[src/rtl/owtrip_pkg.sv]
package owtrip_pkg;
   typedef enum logic [2:0] {
      ST_IDLE,
      ST_ISSUE_ID,
      ST_WAIT_ID,
      ST_ISSUE_CMP,
      ST_WAIT_CMP,
      ST_ISSUE_WR,
      ST_WAIT_WR
   } trip_state_t;

   localparam logic [2:0] CODE_ABSENT = 3'b011;
endpackage

[src/rtl/owtrip_timer.sv]
module owtrip_timer #(
   parameter int TMO_CYCLES = 64
) (
   input  logic clk,
   input  logic rst_n,
   input  logic waiting_i,
   output logic expired_o
);
   generate
      if (TMO_CYCLES == 0) begin : g_no_timer
         assign expired_o = 1'b0;
      end else begin : g_timer
         localparam int CW = $clog2(TMO_CYCLES + 1);
         localparam logic [CW-1:0] LAST = CW'(TMO_CYCLES - 1);
         logic [CW-1:0] cnt_q;

         always_ff @(posedge clk or negedge rst_n) begin
            if (!rst_n)          cnt_q <= '0;
            else if (!waiting_i) cnt_q <= '0;
            else                 cnt_q <= cnt_q + 1'b1;
         end

         assign expired_o = waiting_i && (cnt_q == LAST);
      end
   endgenerate
endmodule

[src/rtl/owtrip_decide.sv]
module owtrip_decide (
   input  logic id_i,
   input  logic cmp_i,
   input  logic dir_req_i,
   output logic absent_o,
   output logic dir_take_o
);
   always_comb begin
      absent_o   = id_i & cmp_i;
      dir_take_o = (id_i ^ cmp_i) ? id_i : dir_req_i;
   end
endmodule

[src/rtl/owsrch_triplet.sv]
module owsrch_triplet
   import owtrip_pkg::*;
#(
   parameter int TMO_CYCLES = 64
) (
   input  logic       clk,
   input  logic       rst_n,
   input  logic       start_i,
   input  logic       dir_req_i,
   output logic       busy_o,
   output logic       done_o,
   output logic [2:0] result_o,
   output logic       err_o,
   output logic       bit_req_o,
   output logic       bit_wr_o,
   output logic       bit_wdata_o,
   input  logic       bit_ack_i,
   input  logic       bit_rdata_i
);
   generate
      if (TMO_CYCLES == 1 || TMO_CYCLES < 0) begin : g_bad_tmo
         $error("TMO_CYCLES must be 0 (no timeout) or at least 2");
      end
   endgenerate

   trip_state_t state_q;
   logic        id_q, cmp_q, dir_q;
   logic        done_q, err_q;
   logic [2:0]  res_q;
   logic        waiting, expired, absent, dir_take;

   assign waiting = (state_q == ST_WAIT_ID) || (state_q == ST_WAIT_CMP) ||
                    (state_q == ST_WAIT_WR);

   owtrip_timer #(.TMO_CYCLES(TMO_CYCLES)) u_timer (
      .clk      (clk),
      .rst_n    (rst_n),
      .waiting_i(waiting),
      .expired_o(expired)
   );

   owtrip_decide u_decide (
      .id_i      (id_q),
      .cmp_i     (bit_rdata_i),
      .dir_req_i (dir_q),
      .absent_o  (absent),
      .dir_take_o(dir_take)
   );

   always_ff @(posedge clk or negedge rst_n) begin
      if (!rst_n) begin
         state_q <= ST_IDLE;
         id_q    <= 1'b0;
         cmp_q   <= 1'b0;
         dir_q   <= 1'b0;
         done_q  <= 1'b0;
         err_q   <= 1'b0;
         res_q   <= CODE_ABSENT;
      end else begin
         done_q <= 1'b0;
         case (state_q)
            ST_IDLE: if (start_i) begin
               dir_q   <= dir_req_i;
               err_q   <= 1'b0;
               state_q <= ST_ISSUE_ID;
            end
            ST_ISSUE_ID:  state_q <= ST_WAIT_ID;
            ST_WAIT_ID: begin
               if (bit_ack_i) begin
                  id_q    <= bit_rdata_i;
                  state_q <= ST_ISSUE_CMP;
               end else if (expired) begin
                  res_q   <= CODE_ABSENT;
                  err_q   <= 1'b1;
                  done_q  <= 1'b1;
                  state_q <= ST_IDLE;
               end
            end
            ST_ISSUE_CMP: state_q <= ST_WAIT_CMP;
            ST_WAIT_CMP: begin
               if (bit_ack_i) begin
                  cmp_q <= bit_rdata_i;
                  if (absent) begin
                     res_q   <= CODE_ABSENT;
                     done_q  <= 1'b1;
                     state_q <= ST_IDLE;
                  end else begin
                     dir_q   <= dir_take;
                     state_q <= ST_ISSUE_WR;
                  end
               end else if (expired) begin
                  res_q   <= CODE_ABSENT;
                  err_q   <= 1'b1;
                  done_q  <= 1'b1;
                  state_q <= ST_IDLE;
               end
            end
            ST_ISSUE_WR:  state_q <= ST_WAIT_WR;
            ST_WAIT_WR: begin
               if (bit_ack_i) begin
                  res_q   <= {dir_q, cmp_q, id_q};
                  done_q  <= 1'b1;
                  state_q <= ST_IDLE;
               end else if (expired) begin
                  res_q   <= CODE_ABSENT;
                  err_q   <= 1'b1;
                  done_q  <= 1'b1;
                  state_q <= ST_IDLE;
               end
            end
            default: state_q <= ST_IDLE;
         endcase
      end
   end

   assign busy_o      = (state_q != ST_IDLE);
   assign done_o      = done_q;
   assign result_o    = res_q;
   assign err_o       = err_q;
   assign bit_req_o   = (state_q == ST_ISSUE_ID) || (state_q == ST_ISSUE_CMP) ||
                        (state_q == ST_ISSUE_WR);
   assign bit_wr_o    = (state_q == ST_ISSUE_WR);
   assign bit_wdata_o = (state_q == ST_ISSUE_WR) && dir_q;
endmodule

[config.mk]
export PLATFORM = sky130hd
export DESIGN_NAME = owsrch_triplet
export DESIGN_NICKNAME = d
export VERILOG_FILES = /design/src/rtl/owtrip_pkg.sv /design/src/rtl/owtrip_timer.sv /design/src/rtl/owtrip_decide.sv /design/src/rtl/owsrch_triplet.sv
export SDC_FILE = /design/constraint.sdc
export NUM_CORES = 1
export LEC_CHECK = 0
export CAP_MARGIN = 10
export CORE_UTILIZATION = 45
export CTS_CLUSTER_SIZE = 24
export DETAILED_ROUTE_END_ITERATION = 12
export PLACE_DENSITY = 0.79
export SLEW_MARGIN = 20
export SYNTH_ARGS = -nofsm -noshare
export SYNTH_HDL_FRONTEND = slang
export SYNTH_SLANG_ARGS = --single-unit
[constraint.sdc]
create_clock -name clk -period 4.25 [get_ports clk]
set_input_delay 0.6375 -clock clk [delete_from_list [all_inputs] [get_ports clk]]
set_output_delay 0.6375 -clock clk [all_outputs]
set_load 0.02 [all_outputs]
# == Word-level counts from Yosys, hierarchy flattened ==
# Index checks and enable logic that the tools add are counted.
# totals
regBits,18
in_bits,6
out_inout_bits,9
wordCells,72
# op_classes
bitwise,2
mux,29
n_reduce_logical,17
eq_ne,15
addsub,1
# op_table
operator,n
$mux 3,11
$pmux 3 s7,1
$mux 1,12
$ne 2x2->1 const B,5
$eq 3x3->1 const B,3
$pmux 3 s3,1
$add 7x1->7 const B,1
$eq 7x6->1 const B,1
$mux 7,1
$eq 3x2->1 const B,2
$reduce_bool 3->1,2
$reduce_and 5->1,1
$logic_or 1x1->1,4
$ne 2x1->1 const B,2
$pmux 1 s2,2
$reduce_and 2->1,2
$reduce_and 4->1,1
$reduce_bool 2->1,2
$eq 3x1->1 const B,1
$logic_not 3->1,1
$ne 3x3->1 const B,1
$pmux 1 s3,1
$reduce_and 3->1,1
$reduce_or 3->1,1
other kinds (3),4

# == Logic depth before layout (Yosys ltp) ==
# depth
word_depth,7
mapped_depth,5

# == By module ==
# A second synthesis with hierarchy kept.
# hier_totals
cells_unflattened,93
hier_area_um2,994.7
# by_module_without_submodules
module,area_each_um2,instances,cells_per_inst
owsrch_triplet,650.6,1,65
owtrip_timer,316.6,1,26
owtrip_decide,27.5,1,2

# == Worst setup path after synthesis ==
# No wires, ideal clock.
# synth_timing
path_type,reg-to-output
start,reg state_q[0]
end,out bit_wdata_o
arrival_ps,1495
stages_incl_launch_ff,5
slack_ps,2117
path_cell_list,dfrtp_1 buf_4 inv_1 nor3b_1 and2_1
# synth_between
elab_chain_cells,2
# synth_rtl
item,line,rtl
start: declaration,owsrch_triplet.sv:26,trip_state_t state_q;
start signal: assignment,owsrch_triplet.sv:52,state_q <= ST_IDLE;
start signal: assignment,owsrch_triplet.sv:65,state_q <= ST_ISSUE_ID;
start signal: assignment,owsrch_triplet.sv:67,ST_ISSUE_ID: state_q <= ST_WAIT_ID;
$eq 3x3->1,--,
via bit_wr_o,owsrch_triplet.sv:15,"output logic bit_wr_o,"
$logic_and 1x1->1,owsrch_triplet.sv:123,assign bit_wdata_o = (state_q == ST_ISSUE_WR) && dir_q;
end: declaration,owsrch_triplet.sv:16,"output logic bit_wdata_o,"
# The timed path passes the listed nets, and every way through them passes these cells.

# == Final worst setup path ==
# layout_timing
start,reg state_q[0]
end,out bit_wdata_o
# layout_between
elab_chain_cells,2
# layout_rtl
item,line
$eq 3x3->1,owsrch_triplet.sv:123
$logic_and 1x1->1,owsrch_triplet.sv:123
# Every way passes these cells.

==> metrics.yaml <==
start_kind: "flop"
die_w_um: 47.97
synth_fp_nets: 96
cts.sinks: 18
synth_cell_type_count: 37
gp_congestion: 0.8253
drc_errors: 0
synth.cell_area_um2: 950.9
skew_ns: 0.001519
finalSetupTns_ns: 0
clkTransAtPathRegs_ns: 0.11
synth_cells: 88
post-cts-setup-buffers: 0
switching_share_pct: 38.64
grt_max_degree: 19
status: "finished, final reports clean"
avgSynthCellArea_um2: 10.81
drtAntennaViolNets: 0
final.period_utilization_pct: 65.17
gr-total-overflow: 0
power.leakage_uw: 0.0004637
hpwlAfterDp_um: 1216
hold_viol: 0
synth_warnings: 0
firstDrtPassIters: 5
p_switching_uw: 251.6
fin_cells: 129
hp-class: "reg2reg"
finish.utilization_pct: 57.32
area_growth_pct: 19.47
num_rows: 16
cp.required_ns: 3.61
die_h_um: 47.97
cts_buffers: 3
ys_ff_latch: 18
fin_crit_ns: 2.770
cts-root-buf: "clkbuf_4"
track_usage_pct: 17.56
setup_viol: 0
cellPowerDensity_nw_per_um2: 573.2
layout-drive-gt1-share_pct: 15.69
ctsHoldBuffers: 0
io_pins: 15
htreeDepth: 1
initial_core_util_pct: 47.98
seq_area_frac_synth_pct: 47.63
rsz0062_at_grt: "false"
die-area_um2: 2301
antenna_cells: 0
wl_per_cell_um: 13.49
core_um2: 1982
fmax_mhz: 361.0
combPwrFrac_pct: 39.8
vias: 699
placed_cells: 125
crit_path_max_fanout: 12
crit_type: "reg2out"
p_seq_share_pct: 43.9
cts_tree: "yes"
worstMarginPinSlew_ns: 0.8243
fin_nets: 111
drv_cap: 0
cp_data_arrival_time_ns: 2.13
layout_common_cells: "dfrtp_1 (16), clkdlybuf4s50_1 (14), nor2_1 (6)"
relSlewSlack_pct: 44.94
via_per_inst: 5.419
peakVddDrop_mv: 0.2686
wirelength_um: 1740
clock_latency_ns: 0.29
slew_viol_final: 0
antenna_found_initial: 0
grt_pass1_wl_um: 2718
p_int_uw: 399.6
cts_buffer_depth: 2
worstSetupEndpointType: "primary output"
layout_commonest_cell: "dfrtp_1"
grt_pass1_vias: 607
io_buffers: 14
p_clk_share_pct: 16.3
drtIter0Drc: 17
cts-resized-gates: 0
==> power by group through the flow <==
stage | logic (µW) | clock network (µW) | registers (µW)
2_1_floorplan | 225 | 0 | 255
3_3_place_gp | 259 | 0 | 284
3_5_place_dp | 262 | 0 | 288
4_1_cts | 263 | 108 | 284
5_1_grt | 292 | 116 | 296
6_report | 259 | 106 | 286
==> worst paths after layout <==
| path | startpoint | endpoint | slack, ns | cells after the start |
|---|---|---|---|---|
| setup / recovery | state_q[0] | bit_wdata_o | 1.48 | 4 |
| hold / removal | u_timer.g_timer.cnt_q[0] | u_timer.g_timer.cnt_q[0] | 0.47 | 1 |
| setup reg to reg | state_q[1] | result_o[1] | 2.61 | 3 |
| hold reg to reg | u_timer.g_timer.cnt_q[0] | u_timer.g_timer.cnt_q[0] | 0.47 | 1 |
| max in group asynchronous | rst_n | u_timer.g_timer.cnt_q[6] | 2.94 | 1 |
| min in group asynchronous | rst_n | state_q[2] | 0.81 | 1 |
==> flip-flops by register name, indices dropped and copies added, names as in the netlist <==
| register | flops |
|---|---|
| dir_q | 1 |
| id_q | 1 |
| err_o | 1 |
| cmp_q | 1 |
| done_o | 1 |
| u_timer.g_timer.cnt_q | 7 |
| state_q | 3 |
| result_o | 3 |
==> worst max-delay path, cell delays in order, from the launching register on <==
cell and delay [ns]:
dfrtp_1 0.64, inv_1 0.16, nor3b_1 0.27, and2_1 0.17, clkdlybuf4s50_1 0.60
==> per-stage QoR <==
step                      setup WS [ns]  cell area (µm²)  hold WS [ns]  power, µW
after floorplan                   2.117            950.9        0.3419      480.3
after global placement            1.926             1100        0.4494      542.3
after detailed placement          1.837             1100        0.4572      549.9
after CTS                         1.500             1136        0.4710      654.1
after global routing              1.328             1136        0.4802      703.8
final                             1.480             1136        0.4698      651.2
==> synthesized netlist by cell type (all sizes together) <==
cell type | instances | share of area, %
nand3 | 3 | 2.1
nand4 | 1 | 0.66
o211ai | 2 | 1.6
and2 | 1 | 0.66
xnor2 | 2 | 1.8
or4b | 1 | 1.4
o21bai | 1 | 0.79
or3 | 3 | 2.0
o41ai | 1 | 1.7
o21a | 1 | 0.79
nor3b | 3 | 2.9
o221ai | 1 | 0.92
inv | 5 | 2.0
o21ai | 3 | 1.6
ha | 2 | 2.6
a21oi | 4 | 2.1
nor3 | 1 | 0.53
nor2b | 2 | 1.3
o31ai | 1 | 0.79
o221a | 2 | 2.4
dfstp | 2 | 5.5
nor2 | 6 | 2.4
o32ai | 1 | 0.92
dfrtp | 16 | 42
mux2 | 2 | 2.4
mux2i | 2 | 2.1
nand2 | 5 | 2.0
buf | 4 | 2.6
xor2 | 2 | 1.8
nand2b | 4 | 2.6
o22ai | 2 | 2.8
a31o | 1 | 0.92
or3b | 1 | 1.2
==> logic make-up (layout without fill, tap and decap cells) <==
group,after synthesis,in the layout,synth area share [%]
xor gates and xnor gates,4,4,3.685
adders and majority gates,2,2,2.631
DFF,18,18,47.63
buffers and inverters,9,23,4.605
AOI/OAI and AO/OA,20,20,17.24
muxes,4,4,4.474
and+or+nand+nor,31,31,19.74
==> cell type report <==
type                       instances  area, µm²
fill                             165      845.8
clock buffer                       4      36.28
sequential                        18      452.9
inverter                           5      18.77
tap                               27      33.78
timing repair buffer              14      140.1
multi-input combinational         61      454.2
==> per-layer routing <==
layer / wire length (µm) / track usage (%) / vias up
met5: 0 / 0 / -
met4: 22 / 11.11 / 0
met3: 45 / 3.396 / 2
met2: 807 / 23.78 / 12
met1: 865 / 25.35 / 342
li1: - / - / 343
Power figures use the tool's default switching activity.
